===== config.mk =====
export PLATFORM = sky130hd
export DESIGN_NAME = spi_word_engine
export DESIGN_NICKNAME = d
export VERILOG_FILES = /design/src/rtl/spi_word_engine.sv
export SDC_FILE = /design/constraint.sdc
export NUM_CORES = 1
export LEC_CHECK = 0
export CAP_MARGIN = 5
export CORE_MARGIN = 1.5
export CORE_UTILIZATION = 32
export CTS_CLUSTER_SIZE = 12
export DETAILED_ROUTE_END_ITERATION = 10
export HOLD_SLACK_MARGIN = 0.06
export MAX_ROUTING_LAYER = met4
export SLEW_MARGIN = 10
export SYNTH_ARGS = -nofsm -noshare
export SYNTH_HDL_FRONTEND = slang
export SYNTH_SLANG_ARGS = --single-unit

===== constraint.sdc =====
create_clock -name clk -period 6 [get_ports clk]
set_clock_uncertainty 0.15 [all_clocks]
set_input_delay 0.6 -clock clk [delete_from_list [all_inputs] [get_ports clk]]
set_output_delay 0.6 -clock clk [all_outputs]
set_load 0.02 [all_outputs]

===== src/rtl/spi_word_engine.sv =====
module spi_word_engine #(
  parameter int DIV_W = 8,
  parameter int GAP_W = 4,
  parameter int LEN_W = 5
) (
  input  logic             clk,
  input  logic             rst_n,
  input  logic             start,
  input  logic [31:0]      tx_word,
  input  logic [1:0]       cfg_mode,
  input  logic [LEN_W-1:0] cfg_len,
  input  logic [GAP_W-1:0] cfg_gap,
  input  logic [DIV_W-1:0] cfg_div,
  input  logic             cfg_ie,
  input  logic             flag_wr,
  input  logic             flag_wdata,
  input  logic             miso,
  output logic             sclk,
  output logic             mosi,
  output logic             cs_n,
  output logic             busy,
  output logic             done_flag,
  output logic             irq,
  output logic [31:0]      rx_word
);
  localparam int BCW = LEN_W + 1;
  localparam int GCW = GAP_W + 3;

  typedef enum logic [2:0] {S_IDLE, S_SHIFT, S_GAP, S_TAIL, S_WGAP} state_t;

  function automatic logic [31:0] bswap(input logic [31:0] w);
    return {w[7:0], w[15:8], w[23:16], w[31:24]};
  endfunction

  state_t           st;
  logic [DIV_W-1:0] hcnt, hdiv_r;
  logic [GCW-1:0]   gcnt;
  logic [BCW-1:0]   bits, nbits_r;
  logic [GAP_W-1:0] gap_r;
  logic [31:0]      tx_sr, rx_sr;
  logic             reord_r, susp_r, sclk_r, cs_r, flag_r;

  logic             go, tick, len32, reo, sus, flag_set;
  logic [BCW-1:0]   nb;
  logic [GCW-1:0]   gap_half;

  assign go       = start && (st == S_IDLE);
  assign tick     = (st != S_IDLE) && (hcnt == hdiv_r - 1'b1);
  assign len32    = (cfg_len == '0);
  assign reo      = len32 && (cfg_mode == 2'b01 || cfg_mode == 2'b10);
  assign sus      = len32 && (cfg_mode == 2'b01 || cfg_mode == 2'b11);
  assign nb       = len32 ? BCW'(32) : {1'b0, cfg_len};
  assign gap_half = ({3'b000, gap_r} << 1) + GCW'(3);
  assign flag_set = tick && (st == S_WGAP) && (gcnt == '0);

  assign sclk      = sclk_r;
  assign cs_n      = cs_r;
  assign mosi      = cs_r ? 1'b0 : tx_sr[31];
  assign busy      = (st != S_IDLE);
  assign done_flag = flag_r;
  assign irq       = flag_r && cfg_ie;

  always_ff @(posedge clk or negedge rst_n) begin
    if (!rst_n) hcnt <= '0;
    else if (st == S_IDLE || tick) hcnt <= '0;
    else hcnt <= hcnt + 1'b1;
  end

  always_ff @(posedge clk or negedge rst_n) begin
    if (!rst_n) flag_r <= 1'b0;
    else if (flag_set) flag_r <= 1'b1;
    else if (flag_wr && flag_wdata) flag_r <= 1'b0;
  end

  always_ff @(posedge clk or negedge rst_n) begin
    if (!rst_n) begin
      st      <= S_IDLE;
      gcnt    <= '0;
      bits    <= '0;
      nbits_r <= BCW'(32);
      hdiv_r  <= DIV_W'(1);
      gap_r   <= '0;
      tx_sr   <= '0;
      rx_sr   <= '0;
      rx_word <= '0;
      reord_r <= 1'b0;
      susp_r  <= 1'b0;
      sclk_r  <= 1'b0;
      cs_r    <= 1'b1;
    end else begin
      case (st)
        S_IDLE: if (go) begin
          st      <= S_SHIFT;
          cs_r    <= 1'b0;
          sclk_r  <= 1'b0;
          bits    <= '0;
          nbits_r <= nb;
          gap_r   <= cfg_gap;
          hdiv_r  <= (cfg_div == '0) ? DIV_W'(1) : cfg_div;
          reord_r <= reo;
          susp_r  <= sus;
          rx_sr   <= '0;
          tx_sr   <= (reo ? bswap(tx_word) : tx_word) << (BCW'(32) - nb);
        end
        S_SHIFT: if (tick) begin
          if (!sclk_r) begin
            sclk_r <= 1'b1;
            rx_sr  <= {rx_sr[30:0], miso};
          end else begin
            sclk_r <= 1'b0;
            bits   <= bits + 1'b1;
            tx_sr  <= {tx_sr[30:0], 1'b0};
            if (bits + 1'b1 == nbits_r) begin
              st   <= S_TAIL;
              gcnt <= GCW'(1);
            end else if (susp_r && bits[2:0] == 3'd7) begin
              st   <= S_GAP;
              gcnt <= gap_half;
            end
          end
        end
        S_GAP: if (tick) begin
          if (gcnt == '0) st <= S_SHIFT;
          else gcnt <= gcnt - 1'b1;
        end
        S_TAIL: if (tick) begin
          if (gcnt == '0) begin
            cs_r <= 1'b1;
            st   <= S_WGAP;
            gcnt <= gap_half;
          end else gcnt <= gcnt - 1'b1;
        end
        S_WGAP: if (tick) begin
          if (gcnt == '0) begin
            st      <= S_IDLE;
            rx_word <= reord_r ? bswap(rx_sr) : rx_sr;
          end else gcnt <= gcnt - 1'b1;
        end
        default: st <= S_IDLE;
      endcase
    end
  end
endmodule


After elaboration in Yosys (flattened, before gate mapping):

Cells that the tools add are included.

* equality and inequality tests: 23
* muxes and demuxes: 48
* add/sub/neg operators: 6
* shifts and indexed selects: 1
* reduce and logical (&&, ||, !) cells: 30

Operators by type and width (count)
* 32-bit two-way mux: 8
* 32-bit one-hot mux with 2 select lines: 2
* 7-bit two-way mux: 8
* 3-bit two-way mux: 11
* 32-bit by 6-bit left shift with 32-bit output: 1
* 6-bit two-way mux: 4
* 7-bit one-hot mux with 3 select lines: 1
* 2-bit != test (second input constant): 10
* 8-bit two-way mux: 2
* 3-bit one-hot mux with 5 select lines: 1
* 6-bit one-hot mux with 2 select lines: 1
* 4-bit AND reduction: 3
* 10-bit AND reduction: 1
* 1-bit logical AND: 9
* 8-bit by 1-bit adder with 8-bit output (second input constant): 1
* 8-bit equality test: 1
* 8-bit zero test: 1
* 1-bit two-way mux: 8
* 8-bit by 1-bit subtractor with 8-bit output (second input constant): 1
* 7-bit zero test: 1
* 7-bit AND reduction: 1
* 7-bit by 1-bit subtractor with 7-bit output (second input constant): 1
* 5-bit by 2-bit adder with 6-bit output (second input constant): 1
* 6-bit by 1-bit adder with 6-bit output (second input constant): 1
* 18 further kinds: 29

* bits in registers: 143
* input port bits: 58
* output and inout bits: 38

Longest topological paths before layout:

Gate-level depths: netlist (run 1).

* depth in word-level cells: 7
* mapped depth: 13
* depth with buffers taken out: 9

Worst setup path before layout (run 1):

No wires, ideal clock.

* path type: in2reg
* start: input port cfg_len[0]
* end: register tx_sr[29]
* path buffers: 3
* cell stages on the path: 10
* path slack: 2241 ps
* arrival time: 3487 ps
* cells stage by stage: clkbuf_1 inv_1 clkbuf_1 clkbuf_1 ha_1 xor2_1 mux2_2 mux4_2 nand2b_1 a32o_1

* cells in the longest elaborated chain, start to end: 6
* elaborated cells between the ends (all ways): 8

Ends and longest elaborated chain
* start, declared: line 11 `input logic [LEN_W-1:0] cfg_len,`
* 5-bit zero test: line 49 `assign len32 = (cfg_len == '0);`
* 6-bit two-way mux or 1-bit logical AND (tied branches): line 52, 50
* 6-bit subtractor or 32-bit two-way mux (tied branches): line 103 `tx_sr <= (reo ? bswap(tx_word) : tx_word) << (BCW'(32) - nb);`
* 32-bit by 6-bit left shift with 32-bit output *: line 103
* 32-bit two-way mux *: line 92 `S_IDLE: if (go) begin`
* 32-bit one-hot mux with 2 select lines *: line 91 `case (st)`
* end signal, assigned: line 103
* end signal, assigned: line 112 `tx_sr <= {tx_sr[30:0], 1'b0};`
* end, declared: line 40 `logic [31:0] tx_sr, rx_sr;`

Mark *: on every way between the ends. The rest lies on a longest branch, timed or not. The select of a mux whose other input is x is not followed.
A chain may end at the register's enable or synchronous reset.

Worst setup path after layout (run 1):

* start: input port cfg_mode[1]
* end: register tx_sr[17]

* cells in the longest elaborated chain, start to end: 7
* elaborated cells between the ends (all ways): 8

Ends and longest elaborated chain
* start, declared: line 10 `input logic [1:0] cfg_mode,`
* 2-bit by 1-bit equality test with 1-bit output or 2-bit equality test (tied branches): line 50 `assign reo = len32 && (cfg_mode == 2'b01 || cfg_mode == 2'b10);`
* 1-bit logical OR *: line 50
* 1-bit logical AND *: line 50
* 32-bit two-way mux *: line 103
* 32-bit by 6-bit left shift with 32-bit output *: line 103
* 32-bit two-way mux *: line 92
* 32-bit one-hot mux with 2 select lines *: line 91

Marked as above.

==> impl_metrics.csv, run 1 <==
group,metric,value,unit
synthesis,syn_area,8890,um2
drt,antenna_left,0,
synthesis,synthCells,970,
placement,dp_hpwl,18300,um
die,io_pins,96,
die,fp.dieArea,28800,um2
cells_and_area,final_cells,1409,
outcome,status,"finished, final reports clean",
placement,io_buffers,95,
synthesis,ys_ff_latch,143,
cells_and_area,syn2layout_area_growth,21.1,%
sta,min_period,4.44,ns
grt,gr-usage-all-layers,0.192,
grt,grt_max_degree,93,
die,start_util,0.328,
setup_path,end_kind,"flip-flop",
drt,vias,7903,
cells_and_area,nets,1092,
power_and_ir_drop,ir_drop,171,uV
synthesis,synth.net_count,1038,
clock_tree,cts_made_buffers,17,
cells_and_area,drive_gt1_frac,0.101,
sta,setup_viol,0,
sta,fin_crit_sh,0.740,
sta,timing.setup.tns,0,ns
drt,dr.pass1.iters,5,
clock_tree,cts_resized,0,
clock_tree,cts_root_buf,"clkbuf_16",
grt,antenna_found_initial,0,
die,rows,60,
synthesis,yosys_warnings,0,
cells_and_area,postLayoutCellArea,10800,um2
synthesis,seq_area_frac_synth,0.403,
hold_path,hold_class,"input pin to asynchronous set/reset pin",
drt,drc,0,
synthesis,synthArstFlopShare,1.00,
setup_path,crit_type,"input pin to flip-flop",
sta,worstMarginPinSlew,1.14,ns
clock_tree,clk_latency,0.42,ns
synthesis,avgSynthCellArea,9.16,um2
clock_tree,clk_pin_slew,0.07,ns
grt,grt_pass1_wl,42500,um
sta,fmax,0.225,GHz
synthesis,synthFlopType,"dfrtp_1",
power_and_ir_drop,p_leak,4.50,nW
clock_tree,hold_buffers,0,
drt,routed_wl,25900,um
grt,grt_overflow,0,
placement,dp_cells,1377,
drt,drt_iter0_markers,733,
die,die_w,170,um
synthesis,yosysTopAreaCellShare,0.394,
sta,hold_violations,0,
sta,rsz0062_at_grt,"no",
clock_tree,postCtsSetupBuffers,0,
clock_tree,clock_path_buffers,2,
synthesis,synth.area.top_cells,"dfrtp_1 (39%), mux2i_1 (5.4%), nor2_1 (5.2%)",
drt,via_per_inst,5.61,
sta,slew_viol_final,0,
setup_path,crit_fanout,21,
clock_tree,cts_tree,"built",
drt,wl_per_cell,18.4,um
sta,slew_headroom,0.242,
setup_path,cp.arrival,4.64,ns
die,chipHeight,170,um
setup_path,required,6.20,ns
grt,grt_pass1_vias,7631,
synthesis,synth_edf_count,0,
sta,holdWs,0.122,ns
clock_tree,cts_num_sinks,143,
die,core_area,27100,um2
clock_tree,htreeDepth,4,
synthesis,yosysUniqueCellTypes,80,
synthesis,yosys.area.top_type,"dfrtp_1",
setup_path,startpoint_type,"input pin",
placement,gp_congestion,0.977,
placement,place_area,10100,um2
power_and_ir_drop,powerDensity,231,nW/um2
cells_and_area,n_antenna_cell,0,
run,maxCapViolCount,0,
-- state kept, by name, indices dropped and copies added (netlist names), 3 cells and up --
register / count
gcnt: 7
nbits_r: 6
hdiv_r: 8
rx_word: 32
gap_r: 4
bits: 6
st: 3
hcnt: 8
tx_sr: 32
rx_sr: 32
-- path summary, 6_finish.rpt --
check / from / end / slack, ns / cells after the start
min in group clk: tx_sr[22]$_DFFE_PN0P_ / tx_sr[22]$_DFFE_PN0P_ / 0.33 / 2
max in group asynchronous: rst_n / tx_sr[31]$_DFFE_PN0P_ / 4.37 / 2
max reg2reg: hdiv_r[0]$_DFFE_PN1P_ / tx_sr[31]$_DFFE_PN0P_ / 2.20 / 10
min reg2reg: tx_sr[22]$_DFFE_PN0P_ / tx_sr[22]$_DFFE_PN0P_ / 0.33 / 2
min: rst_n / done_flag$_DFFE_PN0P_ / 0.12 / 1
max: cfg_mode[1] / tx_sr[17]$_DFFE_PN0P_ / 1.56 / 10
-- logic make-up after synthesis --
family | share of synthesized area
muxes | 0.101
buffers and inverters | 0.0436
xor gates and xnor gates | 0.0332
DFF | 0.403
AOI/OAI and AO/OA | 0.234
adders and majority gates | 0.0141
and+or+nand+nor | 0.171
-- routing by layer --
layer  share of wire  wire (um)  global-route usage  vias up
met3           0.061       1590              0.0329       28
met4           0.012        314              0.0527        0
met5               0          0                   -        -
met1            0.49      12600               0.276     3851
li1                -          -                   -     3722
met2            0.44      11400               0.275      302
-- cell usage after synthesis, types with 11 or more instances --
cell type  number
dfrtp_1       140
nor2_1        124
nand2_1        81
a21oi_1        63
clkbuf_1       53
o21ai_0        49
mux2i_1        48
a22o_1         35
nand3_1        24
mux2_2         19
inv_1          18
nor3_1         16
o21ai_1        16
a31oi_1        15
o31ai_1        13
xnor2_1        13
xor2_1         13
a221oi_1       12
and3_1         11
-- placed cells by master (no fill, tap or decap), drive strengths merged, types with 7 or more instances in the layout --
cell,n
nand3,24
nand2b,9
dfrtp,140
clkbuf,19
a2bb2oi,8
o21ai,66
nand2,81
a21oi,63
o31ai,14
mux2,19
mux4,9
and2,8
a221oi,12
and3,11
inv,23
nor3,19
mux2i,48
nand4,7
clkdlybuf4s50,94
ha,10
nor2b,7
nor2,125
xnor2,13
o221ai,11
xor2,13
a22o,35
o22ai,7
buf,15
a31oi,15
-- stage by stage --
step | power (mW) | utilization | setup WS, ns
4_1_cts | 2.50 | 0.397 | 1.65
2_1_floorplan | 1.19 | - | 2.24
5_1_grt | 2.57 | 0.397 | 1.19
3_3_place_gp | 1.33 | 0.373 | 1.34
3_5_place_dp | 1.32 | 0.373 | 1.21
6_report | 2.48 | 0.397 | 1.56
-- cell type report --
class	instances	area, um2
Multi-Input combinational cell	735	4940
Inverter	18	67.6
Tap cell	372	465
Fill cell	2738	16300
Clock buffer	19	443
Clock inverter	13	200
Sequential cell	143	3580
Timing Repair Buffer	109	1060
-- critical path, cell delays in order --
cell,delay (ns)
clkdlybuf4s50_1,0.48
inv_1,0.05
ha_1,0.28
nor2_1,0.62
nand2_1,0.64
a221oi_1,0.72
mux2i_1,0.27
mux4_2,0.52
a221o_1,0.37
o21ai_2,0.11
-- power by group --
part	total, mW	switching (mW)	internal, mW
Combinational	0.344	0.212	0.132
Clock	1.17	0.451	0.718
Sequential	0.969	0.00274	0.967
Note: power is estimated with default switching activity, not from simulation.
==> run 2, diff against run 1 <==
clock period = 3.6 ns   (was 6 ns; I/O delays follow)
==> impl_metrics.csv, run 2 (synthesis gave the netlist of run 1 again) <==
group,metric,value,unit
power_and_ir_drop,p_leak,4.75,nW
cells_and_area,multi_input_area,4950,um2
power_and_ir_drop,p_switching,1.09,mW
die,die_w,170,um
clock_tree,clk_pin_slew,0.06,ns
setup_path,end_kind,"flip-flop",
sta,slew_headroom,0.356,
power_and_ir_drop,ir_drop,289,uV
power_and_ir_drop,intPower,2.95,mW
placement,dp_cells,1425,
setup_path,startpoint_type,"flip-flop",
clock_tree,cts_made_buffers,17,
setup_path,ff2ff_setup_slack,0.26,ns
clock_tree,clk_latency,0.41,ns
placement,dp_hpwl,19100,um
placement,place_area,10600,um2
cells_and_area,final_cell_mix,"dfrtp_1 (139), nor2_1 (124), clkdlybuf4s50_1 (94)",
power_and_ir_drop,total_power,4.04,mW
sta,fin_crit_sh,0.928,
grt,grt_pass1_wl,42400,um
setup_path,cp.arrival,3.44,ns
sta,min_period,3.34,ns
cells_and_area,top_regs,"rx_sr x32, rx_word x32, tx_sr x32",
cells_and_area,n_antenna_cell,0,
sta,timing.setup.tns,0,ns
setup_path,max_stage_delay,0.57,ns
clock_tree,cts_num_sinks,143,
drt,antenna_left,0,
cells_and_area,nets,1141,
setup_path,crit_type,"flip-flop to flip-flop",
drt,vias,8064,
outcome,status,"finished, final reports clean",
grt,grt_overflow,0,
grt,grt_pass1_vias,7671,
setup_path,cp_slowest_cell,"dfstp_2",
die,fp.dieArea,28800,um2
cells_and_area,drive_gt1_frac,0.141,
drt,dr.pass1.iters,5,
clock_tree,htreeDepth,4,
sta,hold_violations,0,
drt,drt_iter0_markers,713,
grt,antenna_found_initial,0,
die,rows,60,
power_and_ir_drop,clkPwrFrac,0.438,
drt,drc,0,
setup_path,required,3.70,ns
drt,via_per_inst,5.53,
grt,grt_max_degree,71,
die,start_util,0.328,
cells_and_area,fillers,2680,
sta,setup_viol,0,
power_and_ir_drop,netSwitchingFraction,0.270,
power_and_ir_drop,p_seq_frac,0.400,
die,core_area,27100,um2
clock_tree,cts_tree,"built",
drt,wl_per_cell,18.0,um
cells_and_area,postLayoutCellArea,11200,um2
cells_and_area,mostFrequentLayoutCell,"dfrtp_1",
placement,io_buffers,95,
clock_tree,cts_root_buf,"clkbuf_16",
drt,routed_wl,26300,um
clock_tree,clock_path_buffers,2,
grt,gr-usage-all-layers,0.192,
die,io_pins,96,
sta,rsz0062_at_grt,"no",
clock_tree,postCtsSetupBuffers,0,
hold_path,hold_class,"flip-flop to flip-flop",
run,maxCapViolCount,0,
setup_path,crit_fanout,9,
cells_and_area,regArea,3580,um2
placement,gp_congestion,0.962,
cells_and_area,syn2layout_area_growth,25.9,%
power_and_ir_drop,powerDensity,361,nW/um2
power_and_ir_drop,power_frac_comb,0.162,
die,chipHeight,170,um
setup_path,worstPathCellList,"inv_1 -> ha_1 -> nor2b_1 -> or3_1 -> a31o_2 -> nor4_1 -> a21o_1 -> buf_4 -> mux2i_1 -> o31ai_1",
sta,fmax,0.299,GHz
sta,worstMarginPinSlew,0.965,ns
sta,slew_viol_final,0,
cells_and_area,final_cells,1458,
## run 2: changes by cell type in the layout (fill, tap and decap cells not counted)
cell,previous run,this run
buf_4,14,54
inv_8,1,0
a21oi_4,0,1
clkinv_4,3,2
clkbuf_8,1,5
clkinvlp_4,1,3
dlygate4sd3_1,0,1
buf_12,0,8
bufinv_16,4,1
a21oi_2,1,0
inv_6,4,3
## run 2: critical path: cells and delay by family, from the launching register on
family | cells | cell delay [ns]
compound gates | 3 | 0.78
flops | 1 | 0.57
mux | 1 | 0.20
fa+ha+maj | 1 | 0.24
simple gates | 3 | 0.91
buf+inv | 2 | 0.32
## run 2: layer usage
layer  track usage  wire length (um)  vias to the layer above
li1              -                 -                     3820
met1         0.275             12800                     3854
met2         0.273             11200                      347
met3        0.0280              1650                       43
met4        0.0673               666                        0
met5             -                 0                        -
## run 2: final cells by class
cell class / count / share of cell area
multi-input combinational: 735 / 0.443
sequential: 143 / 0.320
timing repair buffer: 158 / 0.137
clock buffer: 23 / 0.0445
tap: 372 / 0.0416
clock inverter: 9 / 0.00861
inverter: 18 / 0.00604
## run 2: worst paths after layout
check | from | end | cells after the start
worst max-delay path | hdiv_r[0]$_DFFE_PN1P_ | tx_sr[10]$_DFFE_PN0P_ | 10
worst min-delay path | nbits_r[5]$_DFFE_PN1P_ | nbits_r[5]$_DFFE_PN1P_ | 2
worst max register to register | hdiv_r[0]$_DFFE_PN1P_ | tx_sr[10]$_DFFE_PN0P_ | 10
worst min register to register | nbits_r[5]$_DFFE_PN1P_ | nbits_r[5]$_DFFE_PN1P_ | 2
max in group asynchronous | rst_n | nbits_r[5]$_DFFE_PN1P_ | 3
min in group asynchronous | rst_n | gcnt[5]$_DFFE_PN0P_ | 2
## run 2: what timing repair did
| item | in CTS | in global routing |
|---|---|---|
| endpoints found under the hold margin | 67 | 0 |
| resized for setup | 0 | 0 |
| hold buffers | 1 | 0 |
## run 2: power by group through the flow
stage          clock network [mW]  registers (mW)  logic [mW]
2_1_floorplan                   0            1.64       0.332
3_3_place_gp                    0            1.65       0.647
3_5_place_dp                    0            1.65       0.640
4_1_cts                      1.82            1.62       0.643
5_1_grt                      1.89            1.61       0.696
6_report                     1.77            1.62       0.655
## run 2: through the flow
step                      hold slack (ns)  worst slack (ns)   util
after CTS                           0.333             0.300  0.413
after global placement              0.282            0.0355  0.391
after floorplan                   -0.0856            0.0811      -
after detailed placement            0.282            0.0746  0.391
final                               0.330             0.260  0.413
after global routing                0.364            0.0999  0.413
==> run 3, diff against run 2 <==
ABC_AREA = 1   (was not set)
CAP_MARGIN = not set   (was 5)
CTS_CLUSTER_DIAMETER = 150   (was not set)
==> impl_metrics.csv, run 3 <==
group,metric,value,unit
die,core_area,28000,um2
setup_path,startpoint_type,"flip-flop",
placement,dpl_worst_slack,0.336,ns
cells_and_area,mostFrequentLayoutCell,"nand2_1",
setup_path,regToRegEndpoint,"tx_sr[30]$_DFFE_PN0P_",
drt,drc,0,
setup_path,path_common_cell,"nand3_1",
setup_path,crit_family,"buffers and inverters",
clock_tree,htreeDepth,4,
synthesis,synthMuxAreaShare,0,
setup_path,worstPathCellList,"inv_2 -> ha_1 -> xor2_1 -> nand3_1 -> nor2_1 -> nand3_1 -> o21bai_2 -> nand3_1 -> buf_4 -> inv_2 -> or2_0 -> nand2_1 -> inv_1",
drt,antenna_left,0,
synthesis,synth_xor_area_frac,0.0281,
run,maxCapViolCount,0,
synthesis,yosysTopAreaCellShare,0.381,
setup_path,ff2ff_setup_slack,0.59,ns
grt,grt_pass1_wl,43700,um
synthesis,synth.area.top_cells,"dfrtp_1 (38%), nand2_1 (19%), nand3_1 (15%)",
setup_path,max_stage_delay,0.54,ns
synthesis,yosysMostFrequentCell,"nand2_1",
clock_tree,cts_root_buf,"clkbuf_16",
cells_and_area,drive_gt1_frac,0.0557,
synthesis,avgSynthCellArea,6.62,um2
clock_tree,clk_latency,0.42,ns
cells_and_area,postLayoutCellArea,11200,um2
cells_and_area,nets,1526,
setup_path,reg2reg_from,"hdiv_r[0]$_DFFE_PN1P_",
setup_path,cp-startpoint,"hdiv_r[0]$_DFFE_PN1P_",
power_and_ir_drop,netSwitchingFraction,0.330,
clock_tree,cts_tree,"built",
power_and_ir_drop,clkPwrFrac,0.385,
sta,min_period,3.01,ns
power_and_ir_drop,power_frac_comb,0.228,
setup_path,crit_end,"tx_sr[30]$_DFFE_PN0P_",
synthesis,synth_edf_count,0,
synthesis,synthFlopType,"dfrtp_1",
power_and_ir_drop,ir_drop,327,uV
cells_and_area,n_antenna_cell,0,
cells_and_area,final_cell_mix,"nand2_1 (469), nand3_1 (283), dfrtp_1 (140)",
sta,worstMarginPinSlew,0.813,ns
die,rows,61,
clock_tree,clk_pin_slew,0.07,ns
drt,drt_iter0_markers,928,
drt,via_per_inst,4.92,
cells_and_area,fin_util,0.399,
sta,fmax,0.332,GHz
sta,finalWorstSetupSlack,0.588,ns
placement,place_area,10500,um2
power_and_ir_drop,p_switching,1.58,mW
setup_path,r2r_cells,13,
die,chipHeight,173,um
cells_and_area,final_cells,1849,
setup_path,path_buf_inv,4,
setup_path,end_kind,"flip-flop",
power_and_ir_drop,total_power,4.78,mW
synthesis,yosysUniqueCellTypes,37,
cells_and_area,top_regs,"rx_sr x32, rx_word x32, tx_sr x32",
grt,grt_overflow,0,
outcome,status,"finished, final reports clean",
drt,wl_per_cell,14.2,um
grt,antenna_found_initial,0,
power_and_ir_drop,intPower,3.20,mW
setup_path,required,3.81,ns
sta,setup_viol,0,
synthesis,yosys.area.top_type,"dfrtp_1",
sta,hold_violations,0,
setup_path,crit_fanout,48,
sta,slew_viol_final,0,
setup_path,cp_slowest_cell,"dfstp_2",
sta,fin_crit_sh,0.837,
clock_tree,cts_num_sinks,143,
sta,rsz0062_at_grt,"no",
placement,io_buffers,95,
synthesis,syn_area,9200,um2
drt,routed_wl,26200,um
cells_and_area,syn2layout_area_growth,21.5,%
synthesis,synthArstFlopShare,1.00,
power_and_ir_drop,powerDensity,428,nW/um2
setup_path,crit_type,"flip-flop to flip-flop",
synthesis,synth-adder-area-share,0.0136,
synthesis,yosys_warnings,0,
synthesis,synth_top_family_by_area,"simple AND/OR/NAND/NOR gates",
die,die_w,173,um
grt,grt_max_degree,66,
synthesis,synthCells,1390,
die,io_pins,96,
hold_path,hold_path_depth,3,
synthesis,seq_area_frac_synth,0.389,
sta,slew_headroom,0.456,
synthesis,ys_ff_latch,143,
power_and_ir_drop,p_seq_frac,0.387,
sta,holdWs,0.325,ns
synthesis,synth-compound-area-share,0.0886,
drt,vias,9093,
synthesis,ys_top_cells_by_count,"nand2_1 (469), nand3_1 (283), dfrtp_1 (140), inv_1 (119), o21ai_0 (103)",
sta,timing.setup.tns,0,ns
clock_tree,cts_made_buffers,17,
drt,dr.pass1.iters,7,
clock_tree,clock_path_buffers,2,
placement,gp_congestion,0.948,
placement,dp_hpwl,18800,um
setup_path,cp.depth,13,
synthesis,synth.net_count,1458,
hold_path,hold_class,"input pin to flip-flop",
setup_path,cp.arrival,3.22,ns
grt,grt_pass1_vias,8464,
die,fp.dieArea,29800,um2
synthesis,synthSimpleGateAreaFrac,0.396,
grt,gr-usage-all-layers,0.184,
die,start_util,0.329,
placement,dp_cells,1816,
power_and_ir_drop,p_leak,5.48,nW
-- run 3: cell types whose count changed in the layout (fill, tap and decap cells not counted), moves of 15 or more --
| cell | previous run | this run |
|---|---|---|
| a21oi_1 | 62 | 10 |
| a22o_1 | 35 | 0 |
| a31oi_1 | 15 | 0 |
| buf_4 | 54 | 22 |
| inv_1 | 18 | 119 |
| mux2_2 | 19 | 0 |
| mux2i_1 | 48 | 0 |
| nand2_1 | 81 | 469 |
| nand3_1 | 24 | 283 |
| nor2_1 | 124 | 71 |
| o21ai_0 | 49 | 103 |
| o21ai_1 | 15 | 36 |
-- run 3: worst min path at each step --
stage	start	endpoint
floorplan	rst_n	bits[0]$_DFFE_PN0P_
global placement	rst_n	hdiv_r[1]$_DFFE_PN0P_
detailed placement	rst_n	hdiv_r[2]$_DFFE_PN0P_
CTS	cfg_gap[0]	gap_r[0]$_DFFE_PN0P_
global route	cfg_gap[0]	gap_r[0]$_DFFE_PN0P_
finish	cfg_gap[0]	gap_r[0]$_DFFE_PN0P_
-- run 3: logic make-up (layout without fill, tap and decap cells) --
kind of cell               Yosys count  count (layout)
DFF                                143             143
adders and majority gates           10              10
xor gates and xnor gates            28              28
and+or+nand+nor                    851             851
AOI/OAI and AO/OA                  158             158
buffers and inverters              200             281
-- run 3: repair_timing --
action,4_1_cts,5_1_grt
hold endpoints to repair,52,0
endpoints found under the setup margin,0,0
hold buffers,1,0
gates resized for setup,0,0
buffers inserted,0,0
-- run 3: power by group through the flow --
stage	sequential, mW	combinational [mW]	clock (mW)
after floorplan	1.85	0.755	0
after detailed placement	1.87	1.09	0
after global routing	1.86	1.24	1.95
after global placement	1.87	1.08	0
final	1.85	1.09	1.84
after CTS	1.85	1.09	1.88
-- run 3: layout make-up --
class | instances | area, um2
Fill cell | 3000 | 16800
Multi-Input combinational cell | 1047 | 4860
Sequential cell | 143 | 3580
Timing Repair Buffer | 119 | 1150
Inverter | 130 | 488
Tap cell | 378 | 473
Clock buffer | 17 | 425
Clock inverter | 15 | 198
-- run 3: tightest hold or removal path, stage by stage --
cell             delay [ns]
clkdlybuf4s50_1        0.40
nand2_1                0.06
nand2_1                0.05
-- run 3: metal layers --
layer | wire [um] | up-vias | part of all wire | track usage
met5 | 0 | - | 0 | -
met4 | 605 | 0 | 0.023 | 0.0614
met3 | 1170 | 42 | 0.045 | 0.0264
met2 | 12100 | 240 | 0.46 | 0.289
met1 | 12300 | 4175 | 0.47 | 0.244
li1 | - | 4636 | - | -
